[src/rtl/trgsel_pkg.sv]
package trgsel_pkg;

    localparam int PRI_W   = 3;
    localparam int SEC_W   = 4;
    localparam int NUM_REF = 6;

    typedef enum logic [3:0] {
        TS_UG     = 4'd0,
        TS_EN     = 4'd1,
        TS_UPD    = 4'd2,
        TS_CMP    = 4'd3,
        TS_LVL1   = 4'd4,
        TS_LVL2   = 4'd5,
        TS_LVL3   = 4'd6,
        TS_LVL4   = 4'd7,
        TS_LVL5   = 4'd8,
        TS_LVL6   = 4'd9,
        TS_EDG4   = 4'd10,
        TS_EDG6   = 4'd11,
        TS_R4_R6R = 4'd12,
        TS_R4_R6F = 4'd13,
        TS_R5_R6R = 4'd14,
        TS_R5_R6F = 4'd15
    } tsel_e;

    typedef struct packed {
        logic               ug;
        logic               en;
        logic               upd;
        logic               cmp;
        logic [NUM_REF-1:0] lvl;
        logic [NUM_REF-1:0] rise;
        logic [NUM_REF-1:0] fall;
    } evt_src_t;

    // Shared routing table; a 3-bit field is zero-extended before use.
    function automatic logic pick_src(input logic [3:0] code, input evt_src_t s);
        logic r;
        case (tsel_e'(code))
            TS_UG:     r = s.ug;
            TS_EN:     r = s.en;
            TS_UPD:    r = s.upd;
            TS_CMP:    r = s.cmp;
            TS_LVL1:   r = s.lvl[0];
            TS_LVL2:   r = s.lvl[1];
            TS_LVL3:   r = s.lvl[2];
            TS_LVL4:   r = s.lvl[3];
            TS_LVL5:   r = s.lvl[4];
            TS_LVL6:   r = s.lvl[5];
            TS_EDG4:   r = s.rise[3] | s.fall[3];
            TS_EDG6:   r = s.rise[5] | s.fall[5];
            TS_R4_R6R: r = s.rise[3] | s.rise[5];
            TS_R4_R6F: r = s.rise[3] | s.fall[5];
            TS_R5_R6R: r = s.rise[4] | s.rise[5];
            TS_R5_R6F: r = s.rise[4] | s.fall[5];
            default:   r = 1'b0;
        endcase
        return r;
    endfunction

endpackage

[src/rtl/trgsel_cfg.sv]
module trgsel_cfg
    import trgsel_pkg::*;
#(
    parameter bit HAS_SEC = 1'b1
) (
    input  logic             clk,
    input  logic             rst_n,
    input  logic             wr,
    input  logic [PRI_W-1:0] pri_wdata,
    input  logic [SEC_W-1:0] sec_wdata,
    output logic [PRI_W-1:0] pri_sel,
    output logic [SEC_W-1:0] sec_sel
);

    typedef struct packed {
        logic [PRI_W-1:0] pri;
        logic [SEC_W-1:0] sec;
    } cfg_st_t;

    cfg_st_t cfg_d, cfg_q;

    always_comb begin
        cfg_d = cfg_q;
        if (wr) begin
            cfg_d.pri = pri_wdata;
            cfg_d.sec = HAS_SEC ? sec_wdata : '0;
        end
        if (!HAS_SEC) begin
            cfg_d.sec = '0;
        end
    end

    always_ff @(posedge clk) begin
        if (!rst_n) cfg_q <= '0;
        else        cfg_q <= cfg_d;
    end

    assign pri_sel = cfg_q.pri;
    assign sec_sel = cfg_q.sec;

    p_pri_load_r4: assert property (@(posedge clk) disable iff (!rst_n)
        wr |=> (pri_sel == $past(pri_wdata)));

    p_pri_hold_r4: assert property (@(posedge clk) disable iff (!rst_n)
        !wr |=> $stable(pri_sel));

    if (HAS_SEC) begin : g_sec_chk
        p_sec_load_r4: assert property (@(posedge clk) disable iff (!rst_n)
            wr |=> (sec_sel == $past(sec_wdata)));
    end else begin : g_nosec_chk
        p_sec_absent_r10: assert property (@(posedge clk) disable iff (!rst_n)
            wr |=> (sec_sel == '0));
    end

endmodule

[src/rtl/trgsel_edge.sv]
module trgsel_edge
    import trgsel_pkg::*;
(
    input  logic               clk,
    input  logic               rst_n,
    input  logic [NUM_REF-1:0] lvl_in,
    output logic [NUM_REF-1:0] rise,
    output logic [NUM_REF-1:0] fall
);

    typedef struct packed {
        logic [NUM_REF-1:0] lvl;
    } edg_st_t;

    edg_st_t edg_d, edg_q;

    always_comb begin
        edg_d     = edg_q;
        edg_d.lvl = lvl_in;
    end

    always_ff @(posedge clk) begin
        if (!rst_n) edg_q <= '0;
        else        edg_q <= edg_d;
    end

    assign rise = lvl_in & ~edg_q.lvl;
    assign fall = ~lvl_in & edg_q.lvl;

    for (genvar k = 0; k < NUM_REF; k++) begin : g_chk
        p_rise_once_r9: assert property (@(posedge clk) disable iff (!rst_n)
            rise[k] |=> !rise[k]);
        p_fall_once_r9: assert property (@(posedge clk) disable iff (!rst_n)
            fall[k] |=> !fall[k]);
    end

endmodule

[src/rtl/trgsel_route.sv]
module trgsel_route
    import trgsel_pkg::*;
#(
    parameter int SEL_W = 4
) (
    input  logic             clk,
    input  logic             rst_n,
    input  logic [SEL_W-1:0] sel,
    input  evt_src_t         src,
    output logic             trig
);

    typedef struct packed {
        logic trig;
    } rte_st_t;

    rte_st_t rte_d, rte_q;
    logic [3:0] code;

    assign code = 4'(sel);

    always_comb begin
        rte_d      = rte_q;
        rte_d.trig = pick_src(code, src);
    end

    always_ff @(posedge clk) begin
        if (!rst_n) rte_q <= '0;
        else        rte_q <= rte_d;
    end

    assign trig = rte_q.trig;

    p_en_route_r2: assert property (@(posedge clk) disable iff (!rst_n)
        (code == 4'd1) |=> (trig == $past(src.en)));

    p_lvl1_route_r3: assert property (@(posedge clk) disable iff (!rst_n)
        (code == 4'd4) |=> (trig == $past(src.lvl[0])));

    p_lvl6_route_r6: assert property (@(posedge clk) disable iff (!rst_n)
        (code == 4'd9) |=> (trig == $past(src.lvl[5])));

    p_edge4_r7: assert property (@(posedge clk) disable iff (!rst_n)
        (code == 4'd10) |=> (trig == $past(src.rise[3] | src.fall[3])));

    p_mix_r8: assert property (@(posedge clk) disable iff (!rst_n)
        (code == 4'd15) |=> (trig == $past(src.rise[4] | src.fall[5])));

endmodule

[src/rtl/trgsel_top.sv]
module trgsel_top
    import trgsel_pkg::*;
#(
    parameter bit HAS_SEC = 1'b1
) (
    input  logic               clk,
    input  logic               rst_n,
    input  logic               cfg_wr,
    input  logic [PRI_W-1:0]   cfg_pri_wdata,
    input  logic [SEC_W-1:0]   cfg_sec_wdata,
    input  logic               ev_ug,
    input  logic               cnt_en,
    input  logic               ev_upd,
    input  logic               ev_cmp,
    input  logic [NUM_REF-1:0] oc_lvl,
    output logic [PRI_W-1:0]   cfg_pri_rd,
    output logic [SEC_W-1:0]   cfg_sec_rd,
    output logic               trig_pri,
    output logic               trig_sec
);

    logic [NUM_REF-1:0] rise_w, fall_w;
    evt_src_t           src_w;

    trgsel_cfg #(.HAS_SEC(HAS_SEC)) cfg_i (
        .clk       (clk),
        .rst_n     (rst_n),
        .wr        (cfg_wr),
        .pri_wdata (cfg_pri_wdata),
        .sec_wdata (cfg_sec_wdata),
        .pri_sel   (cfg_pri_rd),
        .sec_sel   (cfg_sec_rd)
    );

    trgsel_edge edge_i (
        .clk    (clk),
        .rst_n  (rst_n),
        .lvl_in (oc_lvl),
        .rise   (rise_w),
        .fall   (fall_w)
    );

    always_comb begin
        src_w      = '0;
        src_w.ug   = ev_ug;
        src_w.en   = cnt_en;
        src_w.upd  = ev_upd;
        src_w.cmp  = ev_cmp;
        src_w.lvl  = oc_lvl;
        src_w.rise = rise_w;
        src_w.fall = fall_w;
    end

    trgsel_route #(.SEL_W(PRI_W)) pri_i (
        .clk   (clk),
        .rst_n (rst_n),
        .sel   (cfg_pri_rd),
        .src   (src_w),
        .trig  (trig_pri)
    );

    if (HAS_SEC) begin : g_sec
        trgsel_route #(.SEL_W(SEC_W)) sec_i (
            .clk   (clk),
            .rst_n (rst_n),
            .sel   (cfg_sec_rd),
            .src   (src_w),
            .trig  (trig_sec)
        );
    end else begin : g_nosec
        assign trig_sec = 1'b0;

        p_sec_quiet_r10: assert property (@(posedge clk) disable iff (!rst_n)
            $rose(oc_lvl[5]) |=> !trig_sec);
    end

    p_reset_r1: assert property (@(posedge clk)
        !rst_n |=> (!trig_pri && !trig_sec && cfg_pri_rd == '0 && cfg_sec_rd == '0));

endmodule

[config.mk]
export PLATFORM = sky130hd
export DESIGN_NAME = trgsel_top
export DESIGN_NICKNAME = d
export VERILOG_FILES = /design/src/rtl/trgsel_pkg.sv /design/src/rtl/trgsel_cfg.sv /design/src/rtl/trgsel_edge.sv /design/src/rtl/trgsel_route.sv /design/src/rtl/trgsel_top.sv
export SDC_FILE = /design/constraint.sdc
export NUM_CORES = 1
export LEC_CHECK = 0
export ABC_AREA = 1
export BUFFER_PORTS_ARGS = -buffer_cell sky130_fd_sc_hd__buf_2
export CAP_MARGIN = 20
export CORE_MARGIN = 5
export CORE_UTILIZATION = 49
export DETAILED_ROUTE_END_ITERATION = 12
export GPL_TIMING_DRIVEN = 0
export PLACE_DENSITY = 0.88
export SETUP_SLACK_MARGIN = 0.05
export SYNTH_ARGS = -nofsm -noshare
export SYNTH_HDL_FRONTEND = slang
export SYNTH_HIERARCHICAL = 1
export SYNTH_SLANG_ARGS = --single-unit
[constraint.sdc]
create_clock -name clk -period 1.1 [get_ports clk]
set_input_delay 0.055 -clock clk [delete_from_list [all_inputs] [get_ports clk]]
set_output_delay 0.055 -clock clk [all_outputs]
set_load 0.01 [all_outputs]
==> flow_metrics.env, run 1 <==
export IMPL_postLayoutCellArea_um2=1070
export IMPL_drv_slew=0
export IMPL_h_tree_depth=1
export IMPL_antenna_found_initial=0
export IMPL_max_freq_ghz=0.855
export IMPL_globalRouteOverflowTotal=0
export IMPL_wirelength_mm=2.14
export IMPL_final_core_util_pct=71.8
export IMPL_portBuffers=28
export IMPL_dr_first_iter_drc_count=29
export IMPL_pin_count=29
export IMPL_outcome="complete, but fails checks"
export IMPL_dieArea_um2=2460
export IMPL_dp_hpwl_mm=1.47
export IMPL_drc=0
export IMPL_placed_cell_area_um2=930
export IMPL_rows=14
export IMPL_final_nets=196
export IMPL_cts_root_buf="clkbuf_4"
export IMPL_grt_max_degree=13
export IMPL_tightestPinTransition_ns=0.232
export IMPL_min_period_ns=1.17
export IMPL_final_cell_mix="nand2_1, buf_2, nor2_1"
export IMPL_rr_worst_depth=7
export IMPL_setup_tns_final_ns=-0.0691
export IMPL_initial_core_util_pct=51.5
export IMPL_drive_above_1_share_pct=34.3
export IMPL_wl_per_cell_um=11.2
export IMPL_core_area_um2=1490
export IMPL_track_usage_pct=17.4
export IMPL_power_leakage_nw=0.632
export IMPL_finalHoldViolations=0
export IMPL_relSlewSlack_pct=84.5
export IMPL_mappedNetlistArea_um2=767
export IMPL_crit_path_end_kind="register"
export IMPL_cp_start_kind="register"
export IMPL_hold_path_cell_count=3
export IMPL_vias_per_cell=4.95
export IMPL_insertion_delay_ns=0.27
export IMPL_die_w_um=49.6
export IMPL_fin_ws_ns=-0.0691
export IMPL_yosysWarnings=6
export IMPL_numCtsBuffers=3
export IMPL_postSynthAreaPerCell_um2=5.68
export IMPL_netlist_instances=135
export IMPL_cts_path_max_buffers=2
export IMPL_hp_class="in -> reg"
export IMPL_power_density_nw_per_um2=1100
export IMPL_first_pass_iters=4
export IMPL_worstReg2RegStart="cfg_i/sec_sel[1]$_SDFFE_PN0P_"
export IMPL_die_y_um=49.6
export IMPL_cts_sinks=12
export IMPL_cts_tree="yes"
export IMPL_power_mw=1.18
export IMPL_r2r_setup_slack_ns=-0.07
export IMPL_r2r_end="g_sec.sec_i/trig$_SDFF_PN0_"
export IMPL_min_from="oc_lvl[5]"
export IMPL_cap_violations=0
export IMPL_dp_slack_ns=-0.0493
export IMPL_hold_ws_ns=0.0210
export IMPL_min_to="edge_i/edg_q[5]$_SDFF_PN0_"
export IMPL_syn_to_final_growth_pct=39.3
export IMPL_dp_cells=179
export IMPL_place_gp_congestion=0.912
export IMPL_layout_commonest_cell="nand2_1"
export IMPL_clk_pin_slew_worst_paths_ns=0.08
export IMPL_antenna_diode_count=0
export IMPL_crit_arrival_ns=1.38
export IMPL_grt_pass1_vias=836
export IMPL_synth_nets=155
export IMPL_ant_nets=0
export IMPL_worstPathMaxFanout=5
export IMPL_num_vias=946
export IMPL_min_period_over_period_pct=106
export IMPL_finClkSkew_ns=0.00358
export IMPL_required_ns=1.31
export IMPL_fin_cells=191
export IMPL_crit_type="reg -> reg"
export IMPL_violations="setup timing"
export IMPL_rsz0062_at_grt="yes"
export IMPL_setup_viol_count_final=1
export IMPL_ir_drop_mv=0.698
export IMPL_grt_pass1_wl_mm=3.44
==> sequential cells by signal, indices dropped and copies added, names as in the netlist <==
signal            flops
cfg_i/pri_sel         3
cfg_i/sec_sel         4
edge_i/edg_q          3
g_sec.sec_i/trig      1
pri_i/trig            1
==> timing repair <==
| item | 4_1_cts | 5_1_grt |
|---|---|---|
| endpoints found under the hold margin | 1 | 0 |
| hold buffers | 1 | 0 |
| pin swaps | 4 | 4 |
| cloned | 2 | 0 |
| buffers inserted | 3 | 2 |
| setup endpoints to repair | 1 | 3 |
| resized for setup | 6 | 8 |
==> worst max-delay path by stage <==
stage                                              from                          end  slack (ns)  depth (start not counted)
after floorplan           cfg_i/sec_sel[1]$_SDFFE_PN0P_  g_sec.sec_i/trig$_SDFF_PN0_        0.03                          7
after global placement    cfg_i/sec_sel[1]$_SDFFE_PN0P_  g_sec.sec_i/trig$_SDFF_PN0_      -0.008                         10
after detailed placement  cfg_i/sec_sel[2]$_SDFFE_PN0P_  g_sec.sec_i/trig$_SDFF_PN0_       -0.05                          7
after CTS                 cfg_i/sec_sel[0]$_SDFFE_PN0P_  g_sec.sec_i/trig$_SDFF_PN0_       -0.01                         10
after global routing      cfg_i/sec_sel[1]$_SDFFE_PN0P_  g_sec.sec_i/trig$_SDFF_PN0_       -0.14                         10
final                     cfg_i/sec_sel[1]$_SDFFE_PN0P_  g_sec.sec_i/trig$_SDFF_PN0_       -0.07                          7
==> metal layers <==
| layer | vias to the layer above | wire length, µm | GRT usage (%) |
|---|---|---|---|
| met2 | 45 | 1050 | 27.8 |
| met3 | 4 | 198 | 5.12 |
| li1 | 481 | - | - |
| met4 | 0 | 31 | 6.99 |
| met1 | 416 | 862 | 21.5 |
| met5 | - | 0 | 0 |
==> layout make-up <==
class	count	area, µm²
clock buffers	4	36.3
inverters	26	100
well taps	16	20.0
fillers	124	420
plain buffers	3	33.8
flip-flops and latches	12	249
multi-input cells	94	418
repair buffers	36	211
==> where the power goes <==
part | leakage (nW) | total (mW) | switching, mW | internal [mW]
sequential | 0.102 | 0.496 | 0.0286 | 0.468
combinational | 0.510 | 0.327 | 0.178 | 0.149
clock | 0.0210 | 0.355 | 0.154 | 0.201
total | 0.632 | 1.18 | 0.361 | 0.818
==> worst max-delay path, cell delays in order, from the launching register on <==
cell,delay [ns]
dfxtp_2,0.34
buf_6,0.13
nor2_4,0.11
buf_4,0.12
nand2_1,0.05
a21oi_1,0.13
o21ai_0,0.12
a21oi_2,0.12
Power figures use the tool's default switching activity.
==> run 2: changes to the inputs <==
--- a/config.mk
+++ b/config.mk
@@ -5,11 +5,10 @@
 export SDC_FILE = /design/constraint.sdc
 export NUM_CORES = 1
 export LEC_CHECK = 0
-export ABC_AREA = 1
 export BUFFER_PORTS_ARGS = -buffer_cell sky130_fd_sc_hd__buf_2
 export CAP_MARGIN = 20
 export CORE_MARGIN = 5
-export CORE_UTILIZATION = 49
+export CORE_UTILIZATION = 47
 export DETAILED_ROUTE_END_ITERATION = 12
 export GPL_TIMING_DRIVEN = 0
 export PLACE_DENSITY = 0.88
==> run 2 against run 1 <==
The flow still finishes with violations (setup timing); clock skew shrank 0.0017 ns; critical path depth shrank 1; sequential share of layout area grew 4.5 points; combinational power shrank 31%; cell count shrank 37%; flip-flop and latch count is the same; largest power group unchanged; largest cell class unchanged; critical path type unchanged; clock-buffer cell count is the same; synthesized area shrank 13%; maximum frequency shrank 1.3%; utilization shrank 4.7 points.
==> flow_metrics.env, run 2 <==
export IMPL_outcome="complete, but fails checks"
export IMPL_violations="setup timing"
export IMPL_final_cell_mix="buf_2, mux2i_1, nor2b_1"
export IMPL_wirelength_mm=1.50
export IMPL_drive_above_1_share_pct=40.6
export IMPL_largest_reg_flops=4
export IMPL_r2r_end="g_sec.sec_i/trig$_SDFF_PN0_"
export IMPL_crit_path_end="g_sec.sec_i/trig$_SDFF_PN0_"
export IMPL_portBuffers=27
export IMPL_dr_first_iter_drc_count=11
export IMPL_pin_count=29
export IMPL_first_pass_iters=4
export IMPL_crit_start="cfg_i/sec_sel[0]$_SDFFE_PN0P_"
export IMPL_globalRouteOverflowTotal=0
export IMPL_met3_usage_pct=2.63
export IMPL_met2_usage_pct=21.9
export IMPL_cts_sinks=12
export IMPL_yosysWarnings=6
export IMPL_finalHoldViolations=0
export IMPL_postSynthAreaPerCell_um2=9.30
export IMPL_multi_input_area_um2=385
export IMPL_place_gp_congestion=0.791
export IMPL_min_period_ns=1.18
export IMPL_setup_viol_count_final=2
export IMPL_wl_per_cell_um=12.4
export IMPL_ant_nets=0
export IMPL_use_met1_pct=18.4
export IMPL_num_vias=635
export IMPL_cp_cell_sequence="buf_6 -> mux2i_1 -> o21ai_1 -> o21a_1 -> o21ai_1 -> a21oi_1"
export IMPL_grt_pass1_vias=547
export IMPL_drc=0
export IMPL_grt_max_degree=13
export IMPL_initial_core_util_pct=50.8
export IMPL_rr_worst_depth=6
export IMPL_mappedNetlistArea_um2=669
export IMPL_cp_slowest_cell="dfxtp_2"
export IMPL_rsz0062_at_grt="yes"
export IMPL_dieArea_um2=2280
export IMPL_max_freq_ghz=0.844
export IMPL_nFillCells=113
export IMPL_path_common_cell="o21ai_1"
export IMPL_final_nets=127
export IMPL_required_ns=1.26
export IMPL_core_area_um2=1320
export IMPL_cts_root_buf="clkbuf_4"
export IMPL_dp_slack_ns=-0.111
export IMPL_worstPathMaxFanout=6
export IMPL_die_w_um=47.7
export IMPL_power_density_nw_per_um2=1190
export IMPL_rows=13
export IMPL_clk_pin_slew_worst_paths_ns=0.07
export IMPL_cts_tree="yes"
export IMPL_netlist_instances=72
export IMPL_ir_drop_mv=0.666
export IMPL_hp_class="in -> reg"
export IMPL_synth_nets=92
export IMPL_track_usage_pct=14.4
export IMPL_numCtsBuffers=3
export IMPL_fin_ws_ns=-0.0842
export IMPL_power_leakage_nw=0.415
export IMPL_syn_to_final_growth_pct=32.0
export IMPL_antenna_diode_count=0
export IMPL_vias_per_cell=5.25
export IMPL_cts_path_max_buffers=2
export IMPL_relSlewSlack_pct=84.2
export IMPL_dp_hpwl_mm=1.13
export IMPL_crit_path_end_kind="register"
export IMPL_cp_slowest_stage_delay_ns=0.34
export IMPL_globalRoute_busiestLayer="met2"
export IMPL_ctsHoldBuffers=0
export IMPL_r2r_setup_slack_ns=-0.08
export IMPL_finClkSkew_ns=0.00184
export IMPL_h_tree_depth=1
export IMPL_hold_ws_ns=0.0152
export IMPL_cap_violations=0
export IMPL_cp_start_kind="register"
export IMPL_die_y_um=47.7
export IMPL_power_mw=1.05
export IMPL_worstReg2RegStart="cfg_i/sec_sel[0]$_SDFFE_PN0P_"
export IMPL_drv_slew=0
export IMPL_layout_commonest_cell="buf_2"
export IMPL_insertion_delay_ns=0.27
export IMPL_crit_arrival_ns=1.35
export IMPL_ff_latch_area_um2=245
export IMPL_tightestPinTransition_ns=0.237
export IMPL_crit_type="reg -> reg"
export IMPL_grt_pass1_wl_mm=2.29
export IMPL_min_period_over_period_pct=108
export IMPL_antenna_found_initial=0
==> run 2: how the worst min path moves through the flow <==
stage | startpoint | endpoint | slack, ns | depth (start not counted)
4_1_cts | oc_lvl[4] | edge_i/edg_q[4]$_SDFF_PN0_ | 0.001 | 2
2_1_floorplan | rst_n | g_sec.sec_i/trig$_SDFF_PN0_ | 0.17 | 2
3_3_place_gp | oc_lvl[4] | edge_i/edg_q[4]$_SDFF_PN0_ | 0.29 | 2
3_5_place_dp | oc_lvl[4] | edge_i/edg_q[4]$_SDFF_PN0_ | 0.29 | 2
6_report | oc_lvl[4] | edge_i/edg_q[4]$_SDFF_PN0_ | 0.02 | 2
5_1_grt | oc_lvl[4] | edge_i/edg_q[4]$_SDFF_PN0_ | 0.01 | 2
==> run 2: critical path: cells and delay by family (launching register included) <==
kind | cells | cell delay (ns)
buffers and inverters | 1 | 0.12
flip-flops | 1 | 0.34
AO/OA/AOI/OAI | 4 | 0.43
multiplexers | 1 | 0.19
==> run 2: through the flow <==
step,setup TNS [ns],util [%],cells,cell area (µm²)
after floorplan,-0.125,-,72,674
after global placement,-0.168,62.9,114,828
after detailed placement,-0.221,62.9,114,828
after CTS,-0.142,66.5,120,876
after global routing,-0.212,67.0,121,883
final,-0.128,67.0,121,883
==> run 2: power breakdown <==
group / internal (mW) / total [mW] / switching [mW]
clock: 0.201 / 0.341 / 0.141
sequential: 0.463 / 0.483 / 0.0206
combinational: 0.121 / 0.226 / 0.105
==> run 2: metal layers <==
layer / share of wire, % / vias to the layer above / wire length, µm
met5: 0 / - / 0
met3: 11 / 2 / 169
li1: - / 323 / -
met1: 48 / 282 / 714
met2: 40 / 28 / 608
met4: 0.67 / 0 / 10
==> run 2: what timing repair did <==
item,4_1_cts,5_1_grt
endpoints found under the setup margin,2,2
resized for setup,1,0
setup buffers,2,1
==> run 2: final cells by class <==
class,instances,share of cell area [%]
clock buffer,4,4.11
inverter,2,0.850
tap,15,2.12
sequential,12,27.8
multi-input combinational,54,43.6
buffer,4,3.68
timing repair buffer,30,17.8
